`src/rtl/uart_tx_pkg.sv`:
```
// Shared types for the frame transmitter: sequencer states, stop length
// codes, and the per-frame format captured on acceptance.
package uart_tx_pkg;

    // Positions inside the line-control input.
    localparam int LC_LONG_STOP = 2;
    localparam int LC_PAR_ON    = 3;
    localparam int LC_PAR_SEL   = 4;
    localparam int LC_STICK     = 5;
    localparam int LC_BREAK     = 6;

    typedef enum logic [2:0] {
        S_IDLE,
        S_GUARD,
        S_START,
        S_DATA,
        S_PAR,
        S_STOP
    } tx_state_e;

    typedef enum logic [1:0] {
        STOP_ONE,
        STOP_ONE_HALF,
        STOP_TWO
    } stop_len_e;

    typedef struct packed {
        logic [2:0] last_bit;   // index of the final data bit (4..7)
        logic       par_en;
        logic       par_bit;
        stop_len_e  stop;
    } frame_fmt_t;

endpackage

```
`src/rtl/uart_tx_fmt.sv`:
```
// Decodes the line-control bits and the offered character into a frame
// format record, including the parity bit value.
// Assumes DATA_W is 8 or less, since the word length field selects 5..8 bits.
module uart_tx_fmt
    import uart_tx_pkg::*;
#(
    parameter int DATA_W = 8
) (
    input  logic [5:0]        lc,
    input  logic [DATA_W-1:0] data,
    output frame_fmt_t        fmt
);

    logic [2:0]        last_bit;
    logic [DATA_W-1:0] used;
    logic              ones_odd;

    assign last_bit = 3'd4 + {1'b0, lc[1:0]};

    // Keep only the data bits that the selected word length sends.
    for (genvar i = 0; i < DATA_W; i++) begin : g_mask
        assign used[i] = data[i] & (3'(i) <= last_bit);
    end

    assign ones_odd = ^used;

    // Build the format record: stop length, parity enable and parity value.
    always_comb begin
        fmt.last_bit = last_bit;
        fmt.par_en   = lc[LC_PAR_ON];
        if (lc[LC_STICK]) begin
            fmt.par_bit = ~lc[LC_PAR_SEL];
        end else if (lc[LC_PAR_SEL]) begin
            fmt.par_bit = ones_odd;
        end else begin
            fmt.par_bit = ~ones_odd;
        end
        if (!lc[LC_LONG_STOP]) begin
            fmt.stop = STOP_ONE;
        end else if (lc[1:0] == 2'b00) begin
            fmt.stop = STOP_ONE_HALF;
        end else begin
            fmt.stop = STOP_TWO;
        end
    end

endmodule

```
`src/rtl/uart_tx_bittimer.sv`:
```
// Counts oversampling ticks within one bit period and flags the tick that
// completes a period of 'limit' ticks. Assumes limit is at least 1.
module uart_tx_bittimer #(
    parameter int CNT_W = 6
) (
    input  logic             clk,
    input  logic             rst_n,
    input  logic             clr,
    input  logic             tick,
    input  logic [CNT_W-1:0] limit,
    output logic             done
);

    logic [CNT_W-1:0] cnt;

    assign done = tick && !clr && (cnt == limit - CNT_W'(1));

    // Advance the tick count, restarting after each completed period.
    always_ff @(posedge clk) begin
        if (!rst_n || clr || done) begin
            cnt <= '0;
        end else if (tick) begin
            cnt <= cnt + CNT_W'(1);
        end
    end

endmodule

```
`src/rtl/uart_tx_seq.sv`:
```
// Frame sequencer: takes a character on handshake, steps through start,
// data, parity and stop periods, and enforces one bit of mark after break.
// Assumes the bit timer reports period completion on bit_done.
module uart_tx_seq
    import uart_tx_pkg::*;
#(
    parameter int DATA_W = 8,
    parameter int OVS    = 16,
    parameter int CNT_W  = 6
) (
    input  logic              clk,
    input  logic              rst_n,
    input  logic [DATA_W-1:0] tx_data,
    input  logic              tx_valid,
    input  frame_fmt_t        fmt_now,
    input  logic              brk,
    input  logic              bit_done,
    output logic              tmr_clr,
    output logic [CNT_W-1:0]  tmr_limit,
    output logic              tx_ready,
    output logic              tx_busy,
    output logic              line
);

    localparam logic [CNT_W-1:0] LIM_BIT  = CNT_W'(OVS);
    localparam logic [CNT_W-1:0] LIM_HALF = CNT_W'(OVS + OVS / 2);
    localparam logic [CNT_W-1:0] LIM_TWO  = CNT_W'(2 * OVS);

    tx_state_e         st, st_n;
    logic [DATA_W-1:0] shreg;
    logic [2:0]        bcnt;
    frame_fmt_t        fmt_q;
    logic              accept;

    assign tx_ready = (st == S_IDLE) && !brk;
    assign accept   = tx_valid && tx_ready;
    assign tx_busy  = (st == S_START) || (st == S_DATA) ||
                      (st == S_PAR)   || (st == S_STOP);
    assign tmr_clr  = (st == S_IDLE) || ((st == S_GUARD) && brk);

    // Choose the length of the current period in ticks.
    always_comb begin
        tmr_limit = LIM_BIT;
        if (st == S_STOP) begin
            case (fmt_q.stop)
                STOP_ONE_HALF: tmr_limit = LIM_HALF;
                STOP_TWO:      tmr_limit = LIM_TWO;
                default:       tmr_limit = LIM_BIT;
            endcase
        end
    end

    // Next-state selection for the frame sequence.
    always_comb begin
        st_n = st;
        case (st)
            S_IDLE: begin
                if (brk)         st_n = S_GUARD;
                else if (accept) st_n = S_START;
            end
            S_GUARD: if (!brk && bit_done) st_n = S_IDLE;
            S_START: if (bit_done) st_n = S_DATA;
            S_DATA: begin
                if (bit_done && (bcnt == fmt_q.last_bit)) begin
                    st_n = fmt_q.par_en ? S_PAR : S_STOP;
                end
            end
            S_PAR:  if (bit_done) st_n = S_STOP;
            S_STOP: if (bit_done) st_n = brk ? S_GUARD : S_IDLE;
            default: st_n = S_IDLE;
        endcase
    end

    // Level on the line for each state, before the break override.
    always_comb begin
        case (st)
            S_START: line = 1'b0;
            S_DATA:  line = shreg[0];
            S_PAR:   line = fmt_q.par_bit;
            default: line = 1'b1;
        endcase
    end

    // State register.
    always_ff @(posedge clk) begin
        if (!rst_n) st <= S_IDLE;
        else        st <= st_n;
    end

    // Capture the character and format on accept, shift out data bits.
    always_ff @(posedge clk) begin
        if (!rst_n) begin
            shreg <= '0;
            bcnt  <= '0;
            fmt_q <= '0;
        end else if (accept) begin
            shreg <= tx_data;
            bcnt  <= '0;
            fmt_q <= fmt_now;
        end else if ((st == S_DATA) && bit_done) begin
            shreg <= shreg >> 1;
            bcnt  <= bcnt + 3'd1;
        end
    end

endmodule

```
`src/rtl/uart_frame_tx.sv`:
```
// Top of the frame transmitter. Joins the format decoder, the bit timer and
// the sequencer, and applies the break override to the serial line.
// Assumes baud_tick pulses for one clock at OVS times the bit rate.
module uart_frame_tx
    import uart_tx_pkg::*;
#(
    parameter int DATA_W = 8,
    parameter int OVS    = 16
) (
    input  logic              clk,
    input  logic              rst_n,
    input  logic [DATA_W-1:0] tx_data,
    input  logic              tx_valid,
    output logic              tx_ready,
    input  logic [6:0]        line_ctrl,
    input  logic              baud_tick,
    output logic              tx_busy,
    output logic              tx_out
);

    localparam int CNT_W = $clog2(2 * OVS + 1);

    frame_fmt_t       fmt_now;
    logic             brk;
    logic             bit_done;
    logic             tmr_clr;
    logic [CNT_W-1:0] tmr_limit;
    logic             line;

    assign brk    = line_ctrl[LC_BREAK];
    assign tx_out = line & ~brk;

    uart_tx_fmt #(.DATA_W(DATA_W)) u_fmt (
        .lc   (line_ctrl[5:0]),
        .data (tx_data),
        .fmt  (fmt_now)
    );

    uart_tx_bittimer #(.CNT_W(CNT_W)) u_timer (
        .clk   (clk),
        .rst_n (rst_n),
        .clr   (tmr_clr),
        .tick  (baud_tick),
        .limit (tmr_limit),
        .done  (bit_done)
    );

    uart_tx_seq #(.DATA_W(DATA_W), .OVS(OVS), .CNT_W(CNT_W)) u_seq (
        .clk       (clk),
        .rst_n     (rst_n),
        .tx_data   (tx_data),
        .tx_valid  (tx_valid),
        .fmt_now   (fmt_now),
        .brk       (brk),
        .bit_done  (bit_done),
        .tmr_clr   (tmr_clr),
        .tmr_limit (tmr_limit),
        .tx_ready  (tx_ready),
        .tx_busy   (tx_busy),
        .line      (line)
    );

endmodule

```
`config.mk`:
```
export PLATFORM = sky130hd
export DESIGN_NAME = uart_frame_tx
export DESIGN_NICKNAME = d
export VERILOG_FILES = /design/src/rtl/uart_tx_pkg.sv /design/src/rtl/uart_tx_fmt.sv /design/src/rtl/uart_tx_bittimer.sv /design/src/rtl/uart_tx_seq.sv /design/src/rtl/uart_frame_tx.sv
export SDC_FILE = /design/constraint.sdc
export NUM_CORES = 1
export LEC_CHECK = 0
export ABC_AREA = 1
export BUFFER_PORTS_ARGS = -buffer_cell sky130_fd_sc_hd__buf_2
export CAP_MARGIN = 30
export CELL_PAD_IN_SITES_DETAIL_PLACEMENT = 1
export CELL_PAD_IN_SITES_GLOBAL_PLACEMENT = 1
export CORE_MARGIN = 2
export CORE_UTILIZATION = 44
export DETAILED_ROUTE_END_ITERATION = 8
export GPL_TIMING_DRIVEN = 0
export PLACE_DENSITY_LB_ADDON = 0.1
export SKIP_LAST_GASP = 1
export SLEW_MARGIN = 20
export SYNTH_ARGS = -nofsm -noshare
export SYNTH_HDL_FRONTEND = slang
export SYNTH_SLANG_ARGS = --single-unit
export TNS_END_PERCENT = 5
```
`constraint.sdc`:
```
create_clock -name clk -period 3.15 [get_ports clk]
set_clock_uncertainty 0.1 [all_clocks]
set_input_delay 0.63 -clock clk [delete_from_list [all_inputs] [get_ports clk]]
set_output_delay 0.63 -clock clk [all_outputs]
set_load 0.01 [all_outputs]
```
**Word-level counts from Yosys, hierarchy flattened**

Cells that the tools add are included.

- $add $sub $neg: 4
- Magnitude comparators: 8
- Equal/unequal tests: 15
- Mux-type cells: 19
- Bitwise logic cells: 13
- Reductions and logical operators: 23

Operators with widths:

| operator | count |
|---|---|
| $mux 3 | 7 |
| $pmux 3 s6 | 1 |
| $mux 8 | 2 |
| $le 3x3->1 const A | 4 |
| $pmux 6 s2 | 1 |
| $and 1x1->1 | 9 |
| $logic_and 1x1->1 | 8 |
| $ne 2x1->1 const B | 4 |
| $reduce_xor 8->1 | 1 |
| $add 6x1->6 const B | 1 |
| $eq 3x2->1 const B | 2 |
| $eq 3x3->1 const B | 2 |
| $eq 6x6->1 | 1 |
| $le 1x3->1 const A | 2 |
| $le 2x3->1 const A | 2 |
| $logic_or 1x1->1 | 6 |
| $mux 6 | 1 |
| $reduce_and 6->1 | 1 |
| $sub 6x1->6 const B | 1 |
| $mux 1 | 4 |
| $mux 2 | 2 |
| $not 1->1 | 4 |
| $add 3x1->3 const B | 1 |
| $add 3x2->3 const A | 1 |
| 12 further kinds | 14 |

- Bits in registers: 27
- Bits of input ports: 19
- Output and inout bits: 3
- Word-level logic and storage cells: 90

**Logic depth before layout (Yosys ltp)**

- Depth after elaboration: 9
- Gate-level depth with buffers: 17
- Depth with buffers taken out: 16

**By module**

Synthesis repeated with hierarchy kept, for this count alone.

- Cell total of the unflattened synthesis: 293
- Area, all modules: 1809.2 µm²

By module, submodules not included:

| module | instances | cells each | area each (µm²) | seq. area each (µm²) |
|---|---|---|---|---|
| uart_tx_seq | 1 | 161 | 1086.0 | 420.4 |
| uart_tx_bittimer | 1 | 84 | 493.0 | 120.1 |
| uart_tx_fmt | 1 | 46 | 220.2 | 0.0 |
| uart_frame_tx | 1 | 2 | 10.0 | 0.0 |

**Least setup slack after synthesis**

Ideal clock, no wire load.

- Kind: flip-flop to flip-flop
- Start: register u_seq.st[2]
- End: register u_seq.shreg[2]
- Library setup time: 117 ps
- Arrival: 1921 ps
- Required time: 2933 ps
- Setup slack: 1012 ps
- Stages on the path, launching flop included: 17
- Buffers on the path: 1
- Period minus slack after synthesis: 2138 ps
- Path through: dfxtp_1 > nand3_2 > nor2_2 > inv_1 > ha_1 > inv_1 > nand2_1 > nand2_1 > nor2_1 > nand2_1 > nor2_2 > nand3_4 > nand2_4 > buf_12 > nand2_2 > o21ai_2 > nor2_1

- Word-level cells in the longest chain between the ends: 8
- Elaborated cells on any way between the ends: 17
- Classes of those cells: add/sub (1); eq/ne (4); mux (2); reduce/logical (10)

RTL lines:

| what | RTL line | source |
|---|---|---|
| start: declaration | uart_tx_seq.sv:29 | `tx_state_e st, st_n;` |
| start signal: assignment | uart_tx_seq.sv:87 | `else st <= st_n;` |
| parallel branches: the longest is 8 deep, another holds $sub 6x1->6 | -- |  |
| end signal: assignment | uart_tx_seq.sv:97 | `shreg <= tx_data;` |
| end signal: assignment | uart_tx_seq.sv:101 | `shreg <= shreg >> 1;` |
| end: declaration | uart_tx_seq.sv:30 | `logic [DATA_W-1:0] shreg;` |

Several ways; the timed one is not identified.
A chain may end at the register's enable or synchronous reset.

**Worst setup path after layout**

- Start: register u_seq.st[2]
- End: register u_seq.shreg[3]

Same word-level chain as after synthesis.

==> results.toml <==
[die]
die_w_microns = 65.8
die_y_microns = 65.8
core_area_sq_um = 3660
rows = 22
dieArea_sq_um = 4320
pin_count = 22
initial_core_util_pct = 45.8

[finish]
mostFrequentLayoutCells = "58 x nand2_1, 32 x inv_1, 30 x nor2_1, 27 x dfxtp_1, 23 x buf_2"
multi_input_area_sq_um = 976
finalInstanceArea_sq_um = 1890
num-nets-final = 295
diodes = 0
area_growth_pct = 12.5
drive_above_1_share_pct = 19.1
regArea_sq_um = 541
final_common_cell = "nand2_1"
fillers = 524
fin_cells = 320

[critical_path]
worstReg2RegEnd = "u_seq.shreg[3]"
reg2reg_depth = 16
critical_path_class = "flop to flop"
critical_path.slowest_cell = "dfxtp_1"
r2r_slack_ns = 0.69
critPathLaunch = "u_seq.st[2]"
r2r-start = "u_seq.st[2]"
critPathArrivalTime_ns = 2.52
crit_fanout = 10
slowest_delay_ns = 0.48
cpMostUsedCell = "nand2_1"
start_kind = "flop"
crit_required_ns = 3.22
cp-end-kind = "flop"
path_cells = "nand3_2 -> nor2_2 -> inv_1 -> ha_1 -> inv_1 -> nand2_1 -> nand2_1 -> nor2_1 -> nand2_1 -> nor2_2 -> nand3_4 -> nand2_4 -> buf_12 -> nand2_2 -> o21ai_2 -> nor2_1"
cp-endpoint = "u_seq.shreg[3]"

[cts]
cts_buffers = 3
clockBufferDepth = 2
ctsHtreeMaxLevel = 1
clkTransAtPathRegs_ns = 0.09
cts.sinks = 27
clock_latency_ns = 0.27
post_cts_buffers = 0
cts_root_buf = "clkbuf_8"
cts-resized-gates = 0
cts_tree = "yes"
postCtsHoldBufs = 0

[logic_synthesis]
synth_area_leader_cell = "dfxtp_1"
synth_cell_type_count = 30
synth_edf_count = 0
async_flop_share_pct = 0
ys.warnings.count = 0
postSynthCellCount = 247
ys_top_cells_by_area = "dfxtp_1 32%, nand2_1 13%, inv_1 7.2%, nor2_1 6.7%, a21oi_1 5.4%"
synth-seq-cells = 27
syn_nets = 269
synth_ff_type = "dfxtp_1"
synth_top_area_share_pct = 32.2
synth_area_sq_um = 1680
ys_seq_area_share_pct = 32.2
syn_area_per_cell_sq_um = 6.79

[routing]
routed_wl_mm = 3.92
routedWlPerCell_microns = 12.2
drt-initial-drc-count = 53
ant_nets = 0
first_pass_iters = 4
drc = 0
avgViaCountPerCell = 5.00
via_count = 1599

[run]
drv_cap = 0

[timing]
tightest_slew_ns = 0.418
slew_violations = 0
setup_viol = 0
final_hold_viol_count = 0
slew_headroom_pct = 71.8
min_period_ns = 2.46
tns_ns = 0
period_share_pct = 77.9
fmax_ghz = 0.407
rsz0062_at_grt = "no"

[pwr]
power.density_nw_per_um2 = 579
p_leak_nw = 0.857
max-vdd-ir-drop_uv = 266
p_total_mw = 1.09

[min_path]
hold_path_class = "flop to flop"
hp-start = "u_seq.shreg[7]"

[place]
place_hpwl_mm = 3.23
place.gp.congestion = 0.872
place_area_sq_um = 1840
portBuffers = 21
place_inst = 316

[global_routing]
antenna_found_initial = 0
grt_usage_pct = 19.9
grt_pass1_wl_mm = 6.69
grt_max_degree = 15
overflow = 0
grt_pass1_vias = 1539

[outcome]
status = "finished, final reports clean"
==> Yosys cell counts, types with 2 or more instances <==
cell / n
nand4_1: 2
nand3_1: 16
xor2_1: 6
nand2_1: 58
clkinv_1: 2
a21oi_1: 18
nor2_2: 4
inv_1: 32
dfxtp_1: 27
nor2_1: 30
nand3_2: 2
mux2i_1: 4
o21ai_1: 3
o22ai_1: 2
ha_1: 3
o21ai_0: 9
nand2_2: 7
xnor2_1: 3
o21ai_2: 7
buf_2: 2
==> flip-flops by register name, summed over array words and instances (netlist names) <==
name / count
u_seq.bcnt: 3
u_seq.st: 3
u_timer.cnt: 6
u_seq.shreg: 8
u_seq.fmt_q: 7
==> layer usage <==
layer / wire length, microns / GRT usage, %
met3: 124 / 2.05
met5: 0 / 0
met4: 56 / 7.03
met2: 1900 / 36.2
met1: 1840 / 24.1
==> cells by family (layout without fill, tap and decap cells) <==
group / Yosys count / in the layout / share of synthesized area (%)
multiplexers: 4 / 4 / 2.39
buffers and inverters: 38 / 63 / 9.62
AND/OR/NAND/NOR: 125 / 125 / 34.1
XOR/XNOR: 9 / 9 / 4.70
adder cells (fa/ha/maj): 3 / 3 / 2.24
AO/OA/AOI/OAI: 41 / 41 / 14.8
flip-flops: 27 / 27 / 32.2
==> worst max-delay path, delay by kind of cell, from the launching register on <==
kind | cells | cell delay (ns)
flip-flops | 1 | 0.48
AO/OA/AOI/OAI | 1 | 0.05
adder cells (fa/ha/maj) | 1 | 0.30
AND/OR/NAND/NOR | 11 | 1.15
buffers and inverters | 3 | 0.25
==> where the power goes <==
group,leakage (nW),internal [mW],switching [mW]
Combinational,0.614,0.177,0.277
Clock,0.0228,0.0906,0.109
Sequential,0.220,0.392,0.0488
==> stage by stage <==
step | hold slack (ns) | util (%) | setup slack [ns]
after detailed placement | 0.361 | 50.3 | 0.683
after CTS | 0.375 | 51.6 | 0.653
after floorplan | 0.339 | - | 1.01
after global routing | 0.412 | 51.6 | 0.484
after global placement | 0.355 | 50.3 | 0.711
final | 0.369 | 51.6 | 0.695
==> worst min-delay path by stage <==
stage                     end  slack, ns  cells after the start
6_report       u_seq.shreg[7]       0.37                      2
5_1_grt        u_seq.shreg[7]       0.41                      2
4_1_cts        u_seq.shreg[7]       0.37                      2
3_5_place_dp   u_seq.shreg[7]       0.36                      2
3_3_place_gp   u_seq.shreg[7]       0.36                      2
2_1_floorplan  u_seq.shreg[7]       0.34                      2
==> layout make-up <==
cell class | count | area share, %
well taps | 48 | 3.18
clock buffers | 4 | 2.39
inverters | 35 | 6.96
flip-flops and latches | 27 | 28.6
multi-input cells | 182 | 51.7
repair buffers | 21 | 5.57
plain buffers | 3 | 1.59
No activity file was read; power rests on OpenSTA's default activity.
